File: src/rtl/uart_rx_pkg.sv
// Package: shared types for the serial receiver.
// Assumes: characters of at most 8 data bits.
package uart_rx_pkg;

    typedef enum logic [2:0] {
        S_IDLE,   // hunting for a falling edge
        S_START,  // confirming the start bit
        S_DATA,   // collecting data bits
        S_PAR,    // sampling the parity bit
        S_STOP,   // sampling the first stop bit
        S_HOLD    // line was low at the stop bit: wait for high
    } rx_state_e;

    typedef struct packed {
        logic       brk;
        logic       fe;
        logic       pe;
        logic [7:0] data;
    } rx_entry_t;

endpackage

File: src/rtl/rx_sync.sv
// Module: rx_sync
// Brings the asynchronous serial line into the clock domain through a
// chain of STAGES flops that reset to the idle (high) level.
// Assumes: STAGES >= 2.
module rx_sync #(
    parameter int STAGES = 2
) (
    input  logic clk,
    input  logic rst_n,
    input  logic din,
    output logic dout
);

    logic [STAGES-1:0] chain;

    // Shift the line through the synchroniser chain.
    always_ff @(posedge clk) begin
        if (!rst_n) chain <= '1;
        else        chain <= {chain[STAGES-2:0], din};
    end

    assign dout = chain[STAGES-1];

endmodule

File: src/rtl/rx_frame.sv
// Module: rx_frame
// Bit engine. It finds a start edge, checks the start bit at its centre,
// samples data (LSB first), the optional parity bit and the first stop bit
// at the centre of each bit, and produces one entry with its flags.
// Assumes: line already synchronised; configuration static within a frame.
module rx_frame
    import uart_rx_pkg::*;
#(
    parameter int OSR = 16
) (
    input  logic      clk,
    input  logic      rst_n,
    input  logic      tick,
    input  logic      line,
    input  logic [1:0] cfg_len,
    input  logic      cfg_par_en,
    input  logic      cfg_par_even,
    output logic      done,
    output rx_entry_t entry
);

    localparam int CW = $clog2(OSR);
    localparam logic [CW-1:0] MID  = CW'(OSR / 2 - 1);
    localparam logic [CW-1:0] LAST = CW'(OSR - 1);

    rx_state_e     state;
    logic [CW-1:0] cnt;
    logic [2:0]    bidx;
    logic [7:0]    shreg;
    logic          all_zero;
    logic          par_bit;

    logic [7:0]    aligned;
    logic          par_err;
    logic [2:0]    last_idx;
    logic [1:0]    shamt;

    // Align the collected bits and evaluate parity for the current frame.
    always_comb begin
        shamt    = 2'd3 - cfg_len;
        aligned  = shreg >> shamt;
        last_idx = {1'b0, cfg_len} + 3'd4;
        par_err  = cfg_par_en & (^aligned ^ par_bit ^ ~cfg_par_even);
    end

    // Frame state machine, advanced on oversampling ticks.
    always_ff @(posedge clk) begin
        if (!rst_n) begin
            state    <= S_IDLE;
            cnt      <= '0;
            bidx     <= '0;
            shreg    <= '0;
            all_zero <= 1'b0;
            par_bit  <= 1'b0;
            done     <= 1'b0;
            entry    <= '0;
        end else begin
            done <= 1'b0;
            if (tick) begin
                case (state)
                    S_IDLE: begin
                        if (!line) begin
                            state <= S_START;
                            cnt   <= CW'(1);
                        end
                    end
                    S_START: begin
                        cnt <= cnt + 1'b1;
                        if (cnt == MID && line) begin
                            state <= S_IDLE;
                        end else if (cnt == LAST) begin
                            state    <= S_DATA;
                            cnt      <= '0;
                            bidx     <= '0;
                            all_zero <= 1'b1;
                        end
                    end
                    S_DATA: begin
                        cnt <= cnt + 1'b1;
                        if (cnt == MID) begin
                            shreg <= {line, shreg[7:1]};
                            if (line) all_zero <= 1'b0;
                        end
                        if (cnt == LAST) begin
                            cnt <= '0;
                            if (bidx == last_idx) state <= cfg_par_en ? S_PAR : S_STOP;
                            else                  bidx  <= bidx + 3'd1;
                        end
                    end
                    S_PAR: begin
                        cnt <= cnt + 1'b1;
                        if (cnt == MID) begin
                            par_bit <= line;
                            if (line) all_zero <= 1'b0;
                        end
                        if (cnt == LAST) begin
                            cnt   <= '0;
                            state <= S_STOP;
                        end
                    end
                    S_STOP: begin
                        cnt <= cnt + 1'b1;
                        if (cnt == MID) begin
                            done       <= 1'b1;
                            entry.brk  <= all_zero & ~line;
                            entry.fe   <= ~line;
                            entry.pe   <= (all_zero & ~line) ? 1'b0 : par_err;
                            entry.data <= (all_zero & ~line) ? 8'h00 : aligned;
                            state      <= line ? S_IDLE : S_HOLD;
                        end
                    end
                    S_HOLD: begin
                        if (line) state <= S_IDLE;
                    end
                    default: state <= S_IDLE;
                endcase
            end
        end
    end

endmodule

File: src/rtl/rx_store.sv
// Module: rx_store
// Entry storage. In single mode it holds one entry and a newer entry
// replaces an unread one. In queue mode it holds DEPTH entries and drops
// new entries while full. Overrun is sticky until a status read. A change
// of mode empties the store.
// Assumes: DEPTH is a power of two, at least 2.
module rx_store
    import uart_rx_pkg::*;
#(
    parameter int DEPTH = 16
) (
    input  logic      clk,
    input  logic      rst_n,
    input  logic      fifo_en,
    input  logic      wr,
    input  rx_entry_t wentry,
    input  logic      rd,
    input  logic      stat_rd,
    output rx_entry_t head,
    output logic [$clog2(DEPTH+1)-1:0] level,
    output logic      ovr
);

    localparam int AW = $clog2(DEPTH);
    localparam int LW = $clog2(DEPTH + 1);

    rx_entry_t      mem [DEPTH];
    logic [AW-1:0]  wp, rp;
    logic           mode_q;
    logic [LW-1:0]  cap;
    logic           full, pop, push, ovw, ovr_set, flush;

    // Decode the store actions of this cycle.
    always_comb begin
        cap     = mode_q ? LW'(DEPTH) : LW'(1);
        full    = (level == cap);
        flush   = (fifo_en != mode_q);
        pop     = rd && (level != '0) && !flush;
        push    = wr && (!full || pop) && !flush;
        ovr_set = wr && full && !pop && !flush;
        ovw     = ovr_set && !mode_q;
    end

    // Pointers, fill level and mode register.
    always_ff @(posedge clk) begin
        if (!rst_n) begin
            wp     <= '0;
            rp     <= '0;
            level  <= '0;
            mode_q <= 1'b0;
        end else if (flush) begin
            wp     <= '0;
            rp     <= '0;
            level  <= '0;
            mode_q <= fifo_en;
        end else begin
            if (push) wp <= wp + 1'b1;
            if (pop)  rp <= rp + 1'b1;
            level <= level + LW'(push) - LW'(pop);
        end
    end

    // Entry array write: append, or replace the single entry.
    always_ff @(posedge clk) begin
        if (push)     mem[wp] <= wentry;
        else if (ovw) mem[rp] <= wentry;
    end

    // Sticky overrun flag, cleared by a status read.
    always_ff @(posedge clk) begin
        if (!rst_n)       ovr <= 1'b0;
        else if (ovr_set) ovr <= 1'b1;
        else if (stat_rd) ovr <= 1'b0;
    end

    assign head = mem[rp];

endmodule

File: src/rtl/uart_rx_fifo.sv
// Module: uart_rx_fifo
// Top of the serial receiver. It connects the synchroniser, the bit engine
// and the entry store, and shows the head entry (zeroed when empty).
// Assumes: tick16 is a one-cycle pulse, OSR pulses per bit period.
module uart_rx_fifo
    import uart_rx_pkg::*;
#(
    parameter int DEPTH  = 16,
    parameter int OSR    = 16,
    parameter int STAGES = 2
) (
    input  logic       clk,
    input  logic       rst_n,
    input  logic       tick16,
    input  logic       rxd,
    input  logic [1:0] cfg_len,
    input  logic       cfg_par_en,
    input  logic       cfg_par_even,
    input  logic       fifo_en,
    input  logic       rd_en,
    input  logic       stat_rd,
    output logic [7:0] rd_data,
    output logic       rd_pe,
    output logic       rd_fe,
    output logic       rd_brk,
    output logic       data_ready,
    output logic       overrun,
    output logic       rx_ready
);

    localparam int LW = $clog2(DEPTH + 1);

    logic          line_s;
    logic          wr_done;
    rx_entry_t     new_entry;
    rx_entry_t     head;
    logic [LW-1:0] level;

    rx_sync #(.STAGES(STAGES)) u_sync (
        .clk  (clk),
        .rst_n(rst_n),
        .din  (rxd),
        .dout (line_s)
    );

    rx_frame #(.OSR(OSR)) u_frame (
        .clk         (clk),
        .rst_n       (rst_n),
        .tick        (tick16),
        .line        (line_s),
        .cfg_len     (cfg_len),
        .cfg_par_en  (cfg_par_en),
        .cfg_par_even(cfg_par_even),
        .done        (wr_done),
        .entry       (new_entry)
    );

    rx_store #(.DEPTH(DEPTH)) u_store (
        .clk    (clk),
        .rst_n  (rst_n),
        .fifo_en(fifo_en),
        .wr     (wr_done),
        .wentry (new_entry),
        .rd     (rd_en),
        .stat_rd(stat_rd),
        .head   (head),
        .level  (level),
        .ovr    (overrun)
    );

    // Present the head entry, masked while the store is empty.
    always_comb begin
        data_ready = (level != '0);
        rx_ready   = data_ready;
        rd_data    = data_ready ? head.data : 8'h00;
        rd_pe      = data_ready & head.pe;
        rd_fe      = data_ready & head.fe;
        rd_brk     = data_ready & head.brk;
    end

endmodule

File: config.mk
export PLATFORM = sky130hd
export DESIGN_NAME = uart_rx_fifo
export DESIGN_NICKNAME = d
export VERILOG_FILES = /design/src/rtl/uart_rx_pkg.sv /design/src/rtl/rx_sync.sv /design/src/rtl/rx_frame.sv /design/src/rtl/rx_store.sv /design/src/rtl/uart_rx_fifo.sv
export SDC_FILE = /design/constraint.sdc
export NUM_CORES = 1
export LEC_CHECK = 0
export ABC_AREA = 1
export BUFFER_PORTS_ARGS = -buffer_cell sky130_fd_sc_hd__buf_2
export CORE_MARGIN = 2
export CORE_UTILIZATION = 45
export DETAILED_ROUTE_END_ITERATION = 8
export GPL_ROUTABILITY_DRIVEN = 0
export PLACE_DENSITY_LB_ADDON = 0.05
export SLEW_MARGIN = 5
export SYNTH_ARGS = -nofsm -noshare
export SYNTH_HDL_FRONTEND = slang
export SYNTH_SLANG_ARGS = --single-unit
File: constraint.sdc
create_clock -name clk -period 3 [get_ports clk]
set_input_delay 0.15 -clock clk [delete_from_list [all_inputs] [get_ports clk]]
set_output_delay 0.15 -clock clk [all_outputs]
set_load 0.02 [all_outputs]
==> impl_results.md <==
* Post-DR wirelength/cell at 18.5 um
* Fmax achieved at 0.376 GHz
* Num rows at 54
* Register bit count reported by yosys at 229
* Max rail drop VDD at 0.000400 V
* Synth Flop Type: edfxtp_1
* Crit path from: u_store.level[3]
* # DRC at 0
* Final net count at 1,008
* Drt first pass iters at 5
* Final HPWL DP at 15,400 um
* CTS tree: yes
* Worst R2R End: u_store.level[4]
* Die ar. at 23,000 um2
* Slew @ Worst Pin at 0.907 ns
* Maxcap violations at 0
* Pwr per Cell Area at 638 nW/um2
* Fill cell count at 1,934
* Setup bufs post-CTS at 0
* Synth cell count leaders: edfxtp_1 (176), nor2_1 (149), nand2_1 (142)
* Final TNS setup at 0 ns
* Antenna diodes at 0
* Root buffer cell: clkbuf_16
* Min-delay src: rst_n
* Multi-input logic area at 3020 um2
* WS Path Type: reg -> reg
* Hold Crit Class: in -> reg
* Post-synth EDFFs at 176
* Vias per cell at 5.50
* Clk_skew at 0.00870 ns
* CP startpoint kind: flop
* Top post-synthesis cells by area: edfxtp_1 (54%), dfxtp_1 (11%), o21ai_0 (5.8%)
* WHS Path Cells at 3
* Metal3 WL at 1480 um
* Vias in the first global route at 6,881
* M1 WL at 10,800 um
* Hold Vio Cnt, Final at 0
* Final ANT Viol Nets at 0
* YS warnings at 0
* Total grt overflow at 0
* Initial antenna violation count at 0
* H-tree levels at 1
* CTS max path bufs at 3
* Outcome: finished, final reports clean
* Area delta synth->final at 14.0%
* DR top layer: met4
* Share of cells above drive strength 1 at 11.8%
* WL final at 23,700 um
* R2r setup slk at 0.34 ns
* Hold buffer count at CTS at 3
* Core Area at 21,600 um2
* Die width at 152 um
* Period utilization at 88.7%
* CTS Buf Count at 24
* Fin Hold WS at 0.0424 ns
* Area leader, netlist: edfxtp_1
* Resize count post-CTS at 0
* Mapped Cells at 951
* Leak Pwr at 0.00459 uW
* Hold-critical path endpoint: u_store.mode_q
* Most common cell in the netlist: edfxtp_1
* Largest net degree at the start of global routing at 48
* Clock Pin Slew Worst Setup and Hold Paths at 0.06 ns
* Setup violators final at 0
* Sink Count at 229
* Crit end category: flop
* Syn nets at 973
* Critical register-to-register path startpoint: u_store.level[3]
* CP required at 3.40 ns
* Initial DRC Count at 491
* First-pass GRT wire length at 37,600 um
* IO Count at 25
* Yosys cell types at 37
* Clk_lat worst skew at 0.51 ns
* Via count at 7,064
* Largest fanout on the critical path at 6
* Slew Viols, Final at 0
* Crit path DAT at 3.06 ns
* Area share of the largest cell type after synthesis at 53.8%
* Gr usage total at 21.3%
* Metal2 WL at 11,100 um
* Max-slew headroom at 39.5%
* RSZ-0062 raised after global routing: no
* Register area share after synthesis at 64.6%
* PortBufs at 24
* Async set-or-reset flop fraction in the synthesized netlist at 0%
* Sequential cell area at 6350 um2
* Chip height at 152 um
* Fin crit period at 2.66 ns
* Syn_area_per_cell at 10.3 um2
* Starting Density at 45.5%
* R2R cell count at 18
* Synthesized cell area at 9830 um2
## power by group
| group | switching (uW) | total (uW) | internal [uW] |
|---|---|---|---|
| Clock | 1200 | 3080 | 1890 |
| Combinational | 426 | 621 | 195 |
| Sequential | 42.1 | 3450 | 3410 |
| Total | 1670 | 7160 | 5490 |
## layer usage
metal  up-vias  track usage (%)
li1       3417                -
met1      3401             29.5
met2       221             35.3
met3        25             3.32
met4         0             5.05
met5         -                0
## state kept, by name, indices dropped and copies added (netlist names), named ones only
name              cells
u_store.mem         176
u_frame.entry        11
u_frame.shreg         8
u_store.level         5
u_frame.cnt           4
u_store.rp            4
u_store.wp            4
u_frame.bidx          3
u_frame.state         3
u_sync.chain          2
u_frame.all_zero      1
u_frame.done          1
u_frame.par_bit       1
u_store.mode_q        1
u_store.ovr           1
## kinds of logic after synthesis
group / synth area share [%]
AND/OR/NAND/NOR: 15.0
buffers and inverters: 4.71
XOR/XNOR: 0.445
adder cells (fa/ha/maj): 1.48
AO/OA/AOI/OAI: 13.8
flip-flops: 64.6
## per-stage QoR
| step | area (um2) | util, % | power (uW) | cells | setup WS [ns] |
|---|---|---|---|---|---|
| 2_1_floorplan | 9830 | - | 3980 | 951 | 0.566 |
| 4_1_cts | 11200 | 51.8 | 7210 | 1284 | 0.343 |
| 3_3_place_gp | 10400 | 47.9 | 4120 | 1237 | 0.403 |
| 6_report | 11200 | 51.8 | 7160 | 1284 | 0.338 |
| 3_5_place_dp | 10400 | 47.9 | 4130 | 1237 | 0.363 |
| 5_1_grt | 11200 | 51.8 | 7440 | 1284 | 0.117 |
## worst max-delay path: stages, from the launching register on
cell and delay, ns:
dfxtp_1 0.35, inv_1 0.07, ha_1 0.18, nand2_1 0.09, nor2_1 0.06, nor2_1 0.16, nand2_4 0.09, inv_1 0.13
ha_1 0.24, inv_1 0.05, ha_1 0.17, inv_1 0.06, fa_1 0.38, inv_1 0.09, nand2_1 0.06, a21oi_1 0.12
nor2_1 0.06, o21ai_0 0.14, a21oi_1 0.05
## placed cells by master (no fill, tap or decap), types with 7 or more instances in the layout
master	count
a21oi_1	49
edfxtp_1	176
o221ai_1	31
clkbuf_16	25
buf_2	24
nor2_1	149
ha_1	10
nor3_1	7
dfxtp_1	52
inv_2	8
nand3_1	43
inv_1	60
o21ai_0	114
buf_4	28
o211ai_1	14
nand2_1	142
o22ai_1	13
## final cells by class
cell class	count	area share [%]
well taps	280	3.13
flip-flops and latches	229	56.6
clock buffers	29	5.80
inverters	70	2.36
repair buffers	57	3.57
clock inverters	15	1.57
multi-input cells	604	26.9
## how the worst max path moves through the flow
stage / endpoint / slack [ns] / depth (start not counted)
after global routing: u_store.level[4] / 0.12 / 18
after detailed placement: u_store.level[4] / 0.36 / 18
after floorplan: u_store.mem[11][0] / 0.57 / 14
final: u_store.level[4] / 0.34 / 18
after CTS: u_store.level[4] / 0.34 / 18
after global placement: u_store.level[4] / 0.40 / 18
No activity file was read; power rests on OpenSTA's default activity.
